<file path="config.mk">
export PLATFORM = sky130hd
export DESIGN_NAME = dchan_ctrl
export DESIGN_NICKNAME = d
export VERILOG_FILES = /design/src/rtl/dchan_pkg.sv /design/src/rtl/dchan_regs.sv /design/src/rtl/dchan_fsm.sv /design/src/rtl/dchan_level.sv /design/src/rtl/dchan_ctrl.sv
export SDC_FILE = /design/constraint.sdc
export NUM_CORES = 1
export LEC_CHECK = 0
export ABC_AREA = 1
export BUFFER_PORTS_ARGS = -buffer_cell sky130_fd_sc_hd__buf_4
export CORE_MARGIN = 10
export CORE_UTILIZATION = 30
export CTS_CLUSTER_DIAMETER = 150
export CTS_CLUSTER_SIZE = 14
export DETAILED_ROUTE_END_ITERATION = 8
export SLEW_MARGIN = 20
export SYNTH_ARGS = -nofsm -noshare
export SYNTH_HDL_FRONTEND = slang
export SYNTH_SLANG_ARGS = --single-unit
export TNS_END_PERCENT = 1
</file>
<file path="constraint.sdc">
create_clock -name clk -period 4.4 [get_ports clk]
set_input_delay 1.1 -clock clk [delete_from_list [all_inputs] [get_ports clk]]
set_output_delay 1.1 -clock clk [all_outputs]
set_load 0.005 [all_outputs]
</file>
<file path="src/rtl/dchan_pkg.sv">
package dchan_pkg;

    localparam int DIM_W = 12;
    localparam int REG_W = 32;

    localparam logic [1:0] A_CTRL  = 2'd0;
    localparam logic [1:0] A_STAT  = 2'd1;
    localparam logic [1:0] A_IRQEN = 2'd2;

    localparam int C_EN   = 0;
    localparam int C_RST  = 1;
    localparam int C_ONE  = 2;
    localparam int C_WLSB = 4;
    localparam int C_HLSB = C_WLSB + DIM_W;

    localparam int S_UFL = 4;
    localparam int S_EOF = 5;

    typedef enum logic [1:0] {
        MODE_OFF  = 2'd0,
        MODE_WAIT = 2'd1,
        MODE_RUN  = 2'd2,
        MODE_DONE = 2'd3
    } mode_e;

    typedef struct packed {
        logic [DIM_W-1:0] height;
        logic [DIM_W-1:0] width;
        logic             oneshot;
        logic             enable;
    } ctrl_t;

    function automatic ctrl_t ctrl_decode(input logic [REG_W-1:0] w);
        ctrl_t c;
        c.height  = w[C_HLSB +: DIM_W];
        c.width   = w[C_WLSB +: DIM_W];
        c.oneshot = w[C_ONE];
        c.enable  = w[C_EN] & ~w[C_RST];
        return c;
    endfunction

    function automatic logic [REG_W-1:0] ctrl_encode(input ctrl_t c);
        logic [REG_W-1:0] w;
        w = '0;
        w[C_HLSB +: DIM_W] = c.height;
        w[C_WLSB +: DIM_W] = c.width;
        w[C_ONE] = c.oneshot;
        w[C_EN]  = c.enable;
        return w;
    endfunction

endpackage

</file>
<file path="src/rtl/dchan_regs.sv">
module dchan_regs
    import dchan_pkg::*;
(
    input  logic             clk,
    input  logic             rst,
    input  logic             wr_en,
    input  logic [1:0]       wr_addr,
    input  logic [REG_W-1:0] wr_data,
    input  logic [1:0]       rd_addr,
    output logic [REG_W-1:0] rd_data,
    input  logic             ufl_evt,
    input  logic             eof_evt,
    input  mode_e            mode,
    input  logic             full,
    input  logic             empty,
    output ctrl_t            ctrl_o,
    output logic             flush_o,
    output logic             irq_o
);

    ctrl_t      ctrl_q;
    logic [1:0] ien_q;
    logic       ufl_q, eof_q;
    logic       wr_ctrl, wr_stat, wr_ien;
    logic       unused_bits;

    assign wr_ctrl = wr_en && (wr_addr == A_CTRL);
    assign wr_stat = wr_en && (wr_addr == A_STAT);
    assign wr_ien  = wr_en && (wr_addr == A_IRQEN);
    assign flush_o = wr_ctrl && wr_data[C_RST];
    assign unused_bits = ^{wr_data[REG_W-1:C_HLSB+DIM_W], wr_data[3]};

    always_ff @(posedge clk) begin
        if (rst) begin
            ctrl_q <= '0;
            ien_q  <= '0;
            ufl_q  <= 1'b0;
            eof_q  <= 1'b0;
        end else begin
            if (wr_ctrl) ctrl_q <= ctrl_decode(wr_data);
            if (wr_ien)  ien_q  <= wr_data[1:0];
            ufl_q <= ufl_evt | (ufl_q & ~(wr_stat & wr_data[S_UFL]));
            eof_q <= eof_evt | (eof_q & ~(wr_stat & wr_data[S_EOF]));
        end
    end

    assign ctrl_o = ctrl_q;
    assign irq_o  = |({eof_q, ufl_q} & ien_q);

    always_comb begin
        rd_data = '0;
        case (rd_addr)
            A_CTRL:  rd_data = ctrl_encode(ctrl_q);
            A_STAT:  rd_data = {{(REG_W-6){1'b0}}, eof_q, ufl_q, empty, full, mode};
            A_IRQEN: rd_data = {{(REG_W-2){1'b0}}, ien_q};
            default: rd_data = '0;
        endcase
    end

    AST_UFL_NEEDS_EVENT: assert property (@(posedge clk) disable iff (rst)
        $rose(ufl_q) |-> $past(ufl_evt));
    AST_W1C_CLEARS: assert property (@(posedge clk) disable iff (rst)
        (wr_stat && wr_data[S_UFL] && !ufl_evt) |=> !ufl_q);
    AST_IRQ_ON_UFL: assert property (@(posedge clk) disable iff (rst)
        (ufl_evt && ien_q[0] && !wr_ien) |=> irq_o);

endmodule

</file>
<file path="src/rtl/dchan_fsm.sv">
module dchan_fsm
    import dchan_pkg::*;
(
    input  logic             clk,
    input  logic             rst,
    input  logic             enable_i,
    input  logic             oneshot_i,
    input  logic [DIM_W-1:0] height_i,
    input  logic             vstart_i,
    input  logic             line_end_i,
    input  logic             flush_i,
    output mode_e            mode_o,
    output logic             frame_done_o
);

    mode_e            mode_q, mode_d;
    logic [DIM_W-1:0] line_q;
    logic [DIM_W:0]   line_nxt;
    logic             last;

    assign line_nxt = {1'b0, line_q} + 1'b1;
    assign last     = line_nxt >= {1'b0, height_i};

    always_comb begin
        mode_d = mode_q;
        case (mode_q)
            MODE_OFF:  if (enable_i) mode_d = MODE_WAIT;
            MODE_WAIT: begin
                if (!enable_i)     mode_d = MODE_OFF;
                else if (vstart_i) mode_d = MODE_RUN;
            end
            MODE_RUN: begin
                if (line_end_i) begin
                    if (!enable_i) mode_d = MODE_OFF;
                    else if (last) mode_d = oneshot_i ? MODE_DONE : MODE_WAIT;
                end
            end
            MODE_DONE: if (!enable_i) mode_d = MODE_OFF;
            default:   mode_d = MODE_OFF;
        endcase
        if (flush_i) mode_d = MODE_OFF;
    end

    always_ff @(posedge clk) begin
        if (rst) begin
            mode_q <= MODE_OFF;
            line_q <= '0;
        end else begin
            mode_q <= mode_d;
            if (mode_q == MODE_WAIT && vstart_i)
                line_q <= '0;
            else if (mode_q == MODE_RUN && line_end_i)
                line_q <= last ? '0 : line_nxt[DIM_W-1:0];
        end
    end

    assign mode_o       = mode_q;
    assign frame_done_o = (mode_q == MODE_RUN) && line_end_i && last;

    AST_WAIT_NEEDS_VSTART: assert property (@(posedge clk) disable iff (rst)
        (mode_q == MODE_WAIT && !vstart_i) |=> (mode_q != MODE_RUN));
    AST_RUN_TO_LINE_END: assert property (@(posedge clk) disable iff (rst)
        (mode_q == MODE_RUN && !line_end_i && !flush_i) |=> (mode_q == MODE_RUN));
    AST_DONE_AFTER_LINE: assert property (@(posedge clk) disable iff (rst)
        $rose(mode_q == MODE_DONE) |-> $past(line_end_i));

endmodule

</file>
<file path="src/rtl/dchan_level.sv">
module dchan_level #(
    parameter int DEPTH = 8
) (
    input  logic clk,
    input  logic rst,
    input  logic flush_i,
    input  logic push_i,
    input  logic pop_i,
    output logic full_o,
    output logic empty_o
);

    localparam int CNT_W = $clog2(DEPTH + 1);
    localparam logic [CNT_W-1:0] LVL_MAX = CNT_W'(DEPTH);

    logic [CNT_W-1:0] lvl_q;
    logic             push_ok, pop_ok;

    assign full_o  = (lvl_q == LVL_MAX);
    assign empty_o = (lvl_q == '0);
    assign push_ok = push_i && !full_o;
    assign pop_ok  = pop_i && !empty_o;

    always_ff @(posedge clk) begin
        if (rst || flush_i)
            lvl_q <= '0;
        else if (push_ok && !pop_ok)
            lvl_q <= lvl_q + 1'b1;
        else if (pop_ok && !push_ok)
            lvl_q <= lvl_q - 1'b1;
    end

    AST_FLUSH_EMPTIES: assert property (@(posedge clk) disable iff (rst)
        flush_i |=> (empty_o && !full_o));
    AST_FULL_NEEDS_PUSH: assert property (@(posedge clk) disable iff (rst)
        $rose(full_o) |-> $past(push_i));

endmodule

</file>
<file path="src/rtl/dchan_ctrl.sv">
module dchan_ctrl
    import dchan_pkg::*;
#(
    parameter int FIFO_DEPTH = 8
) (
    input  logic             clk,
    input  logic             rst,
    input  logic             wr_en,
    input  logic [1:0]       wr_addr,
    input  logic [REG_W-1:0] wr_data,
    input  logic [1:0]       rd_addr,
    output logic [REG_W-1:0] rd_data,
    input  logic             vstart,
    input  logic             line_end,
    input  logic             fifo_push,
    input  logic             pix_req,
    output logic             fifo_full,
    output logic             fifo_empty,
    output logic             running,
    output logic [DIM_W-1:0] cfg_width,
    output logic [DIM_W-1:0] cfg_height,
    output logic             irq
);

    ctrl_t ctrl;
    mode_e mode;
    logic  flush, frame_done, ufl_evt;

    assign ufl_evt = pix_req && fifo_empty && (mode == MODE_RUN);

    dchan_regs u_regs (
        .clk     (clk),
        .rst     (rst),
        .wr_en   (wr_en),
        .wr_addr (wr_addr),
        .wr_data (wr_data),
        .rd_addr (rd_addr),
        .rd_data (rd_data),
        .ufl_evt (ufl_evt),
        .eof_evt (frame_done),
        .mode    (mode),
        .full    (fifo_full),
        .empty   (fifo_empty),
        .ctrl_o  (ctrl),
        .flush_o (flush),
        .irq_o   (irq)
    );

    dchan_fsm u_fsm (
        .clk          (clk),
        .rst          (rst),
        .enable_i     (ctrl.enable),
        .oneshot_i    (ctrl.oneshot),
        .height_i     (ctrl.height),
        .vstart_i     (vstart),
        .line_end_i   (line_end),
        .flush_i      (flush),
        .mode_o       (mode),
        .frame_done_o (frame_done)
    );

    dchan_level #(.DEPTH(FIFO_DEPTH)) u_level (
        .clk     (clk),
        .rst     (rst),
        .flush_i (flush),
        .push_i  (fifo_push),
        .pop_i   (pix_req),
        .full_o  (fifo_full),
        .empty_o (fifo_empty)
    );

    assign running    = (mode == MODE_RUN);
    assign cfg_width  = ctrl.width;
    assign cfg_height = ctrl.height;

endmodule

</file>
==> metrics.txt <==
run status finished clean; global-route wire length before repair ~13 mm; Clock Path Buffers 2; Tmin final 3.460 ns; Crit-path slowest cell inv_1; Placed Cells roughly 600; Final Hold Slack approximately 0.47 ns; dpl ws about 0.96 ns; Pwr Total 1.287 mW; Pleak roughly 1.7 nW; Crit path top cell by count buf_4; Util after Layout between 40% and 50%; post-route setup TNS 0 ns; Initial DRT Pass Iterations 4; design area between 3000 and 4000 um2; core area roughly 8800 um2; Rows 34; Routed WL per cell roughly 13 um; reg2reg path depth 14; DIE HEIGHT ~120 um; Synth top cells by count 66 x inv_1, 54 x nor2_1, 50 x nand2_1; setup ws final 0.9398 ns; Post-CTS Hold Fix Bufs 0; Die W between 100 and 150 um; Crit Reg-Reg Endpoint u_fsm.line_q[8]; register area share after synthesis 34.99%; Final period util between 70% and 80%; Synth warnings 0; WP data required 3.30 ns; # resized after CTS 0; Reg area between 900 and 1000 um2; Top FF cell, synth dfxtp_1; Initial Utilization between 30% and 40%; fmax ~0.29 GHz; IO Port Bufs 93; share of flip-flops with an asynchronous set or reset 0%; top-area cell type share of the netlist area a little over a third; Sink Count 48; grt total ovfl 0; layout cell share with drive strength beyond 1 24.84%; via count ~2700; worst path arrival time around 2.4 ns; pin count of the biggest net entering global routing 49; peak supply drop roughly 0.23 mV; H-tree levels 2; worst skew pair latency about 0.30 ns; IO Count 103; GP Congestion ~0.85; Rel. slew slack roughly 44%; Synth Register Bits 48; Final Hold Vio Count 0; worst-margin pin slew 0.8302 ns; RR Startpoint u_fsm.line_q[0]; maxcap violations 0; Reg clk slew, reported paths 0.08 ns; HPWL after DPL 6.144 mm; vias per cell approximately 4.6; filler instances slightly above 900; final setup fails 0; Post-synth EDFFs 0; post-synthesis cell type count 35; Worst Hold Depth 2; Hold Path End u_regs.ctrl_o[5]; Detail Route Antenna Nets 0; Pins Over Slew Limit 0; RSZ-0062 raised after global routing false; Nets 543; Total GRT Usage 11.77%; Cell Pwr Density ~360 nW/um2; Routed WL 7.689 mm; root buffer cell clkbuf_8; vias in the first global route ~2700; worst-path fanout max 23; ant diodes 0; critical-path cell list buf_4 > nor2_1 > inv_1 > o221ai_1 > buf_4; Initial DRC Count between 100 and 150; Syn Area/Cell approximately 7.0 um2; Worst Path Class, Setup input port to output pin; multi-input logic area between 1000 and 1500 um2; Post-Syn Area 2746 um2; Layout area overhead 31.12%; largest area contributor in the netlist dfxtp_1; HP Start u_regs.ctrl_o[5]; Layout Cells excl Fill slightly below 600; worst hold path class flip-flop to flip-flop; Cell Area, Placed approximately 3500 um2; CTS buffer count 5; TritonCTS clock tree yes; critical path endpoint category output pin; die area around 13000 um2; DRC errors left 0; largest cells by area after synthesis dfxtp_1 35%, inv_1 9.0%, a21oi_1 8.6%, nor2_1 7.4%, ha_1 7.3%; Gate Count Post-Synth slightly below 400; most frequent cell after synthesis inv_1; R2R setup slack roughly 1.8 ns; initial antenna violation count 0; post-CTS setup repair buffer count 0; CP startpoint kind input port; Max stage delay on crit path between 0.3 and 0.4 ns; Setup Skew about 0.010 ns
-- where the power goes --
part           total (mW)  switching, mW  internal [mW]
Sequential          0.531         0.0465          0.484
Clock               0.252          0.144          0.109
Combinational       0.504          0.292          0.212
-- layout make-up --
type / instances / share of cell area, %
clock buffer: 6 / 2.015
timing repair buffer: 94 / 19.60
sequential: 48 / 26.69
tap: 108 / 3.753
clock inverter: 1 / 0.1390
multi-input combinational: 265 / 40.51
inverter: 69 / 7.297
-- cell usage in the layout (no fill, tap or decap), types with 4 or more instances in the layout --
cell type / instances
ha_1: 16
buf_4: 94
xor2_1: 7
nand2_2: 6
nor2_1: 54
nand3_1: 17
nand2_1: 50
xnor2_1: 4
clkbuf_8: 5
inv_1: 66
conb_1: 4
a21oi_1: 47
dfxtp_1: 48
o21ai_0: 40
-- routing by layer --
| metal | wire length (um) | GRT usage [%] |
|---|---|---|
| met1 | 3393 | 13.58 |
| met2 | 3703 | 20.82 |
| met3 | 541 | 3.979 |
| met4 | 51 | 2.252 |
| met5 | 0 | 0 |
-- critical path: cells and delay by family --
family                 cells  cell delay (ns)
AOI/OAI and AO/OA          1             0.37
buffers and inverters      3             0.68
and+or+nand+nor            1             0.21
-- sequential cells by signal, summed over array words and instances (netlist names) --
name / flops
u_regs.eof_q: 1
u_regs.ctrl_o: 26
u_regs.ufl_q: 1
u_fsm.line_q: 12
u_level.lvl_q: 4
u_regs.ien_q: 2
u_fsm.mode_o: 2
-- worst max-delay path by stage --
stage                    start          end  slack [ns]
floorplan           rd_addr[1]  rd_data[10]        1.60
global placement    rd_addr[1]   rd_data[0]        0.97
detailed placement  rd_addr[1]   rd_data[0]        0.96
CTS                 rd_addr[1]   rd_data[0]        0.95
global route        rd_addr[1]   rd_data[0]        0.89
finish              rd_addr[1]   rd_data[0]        0.94
-- cell families after synthesis --
kind of cell    share of synthesized area (%)
xor+xnor                                4.100
buf+inv                                 12.30
compound gates                          18.31
flops                                   34.99
other cells                            0.1365
fa+ha+maj                               8.018
simple gates                            22.14
Power figures use the tool's default switching activity.
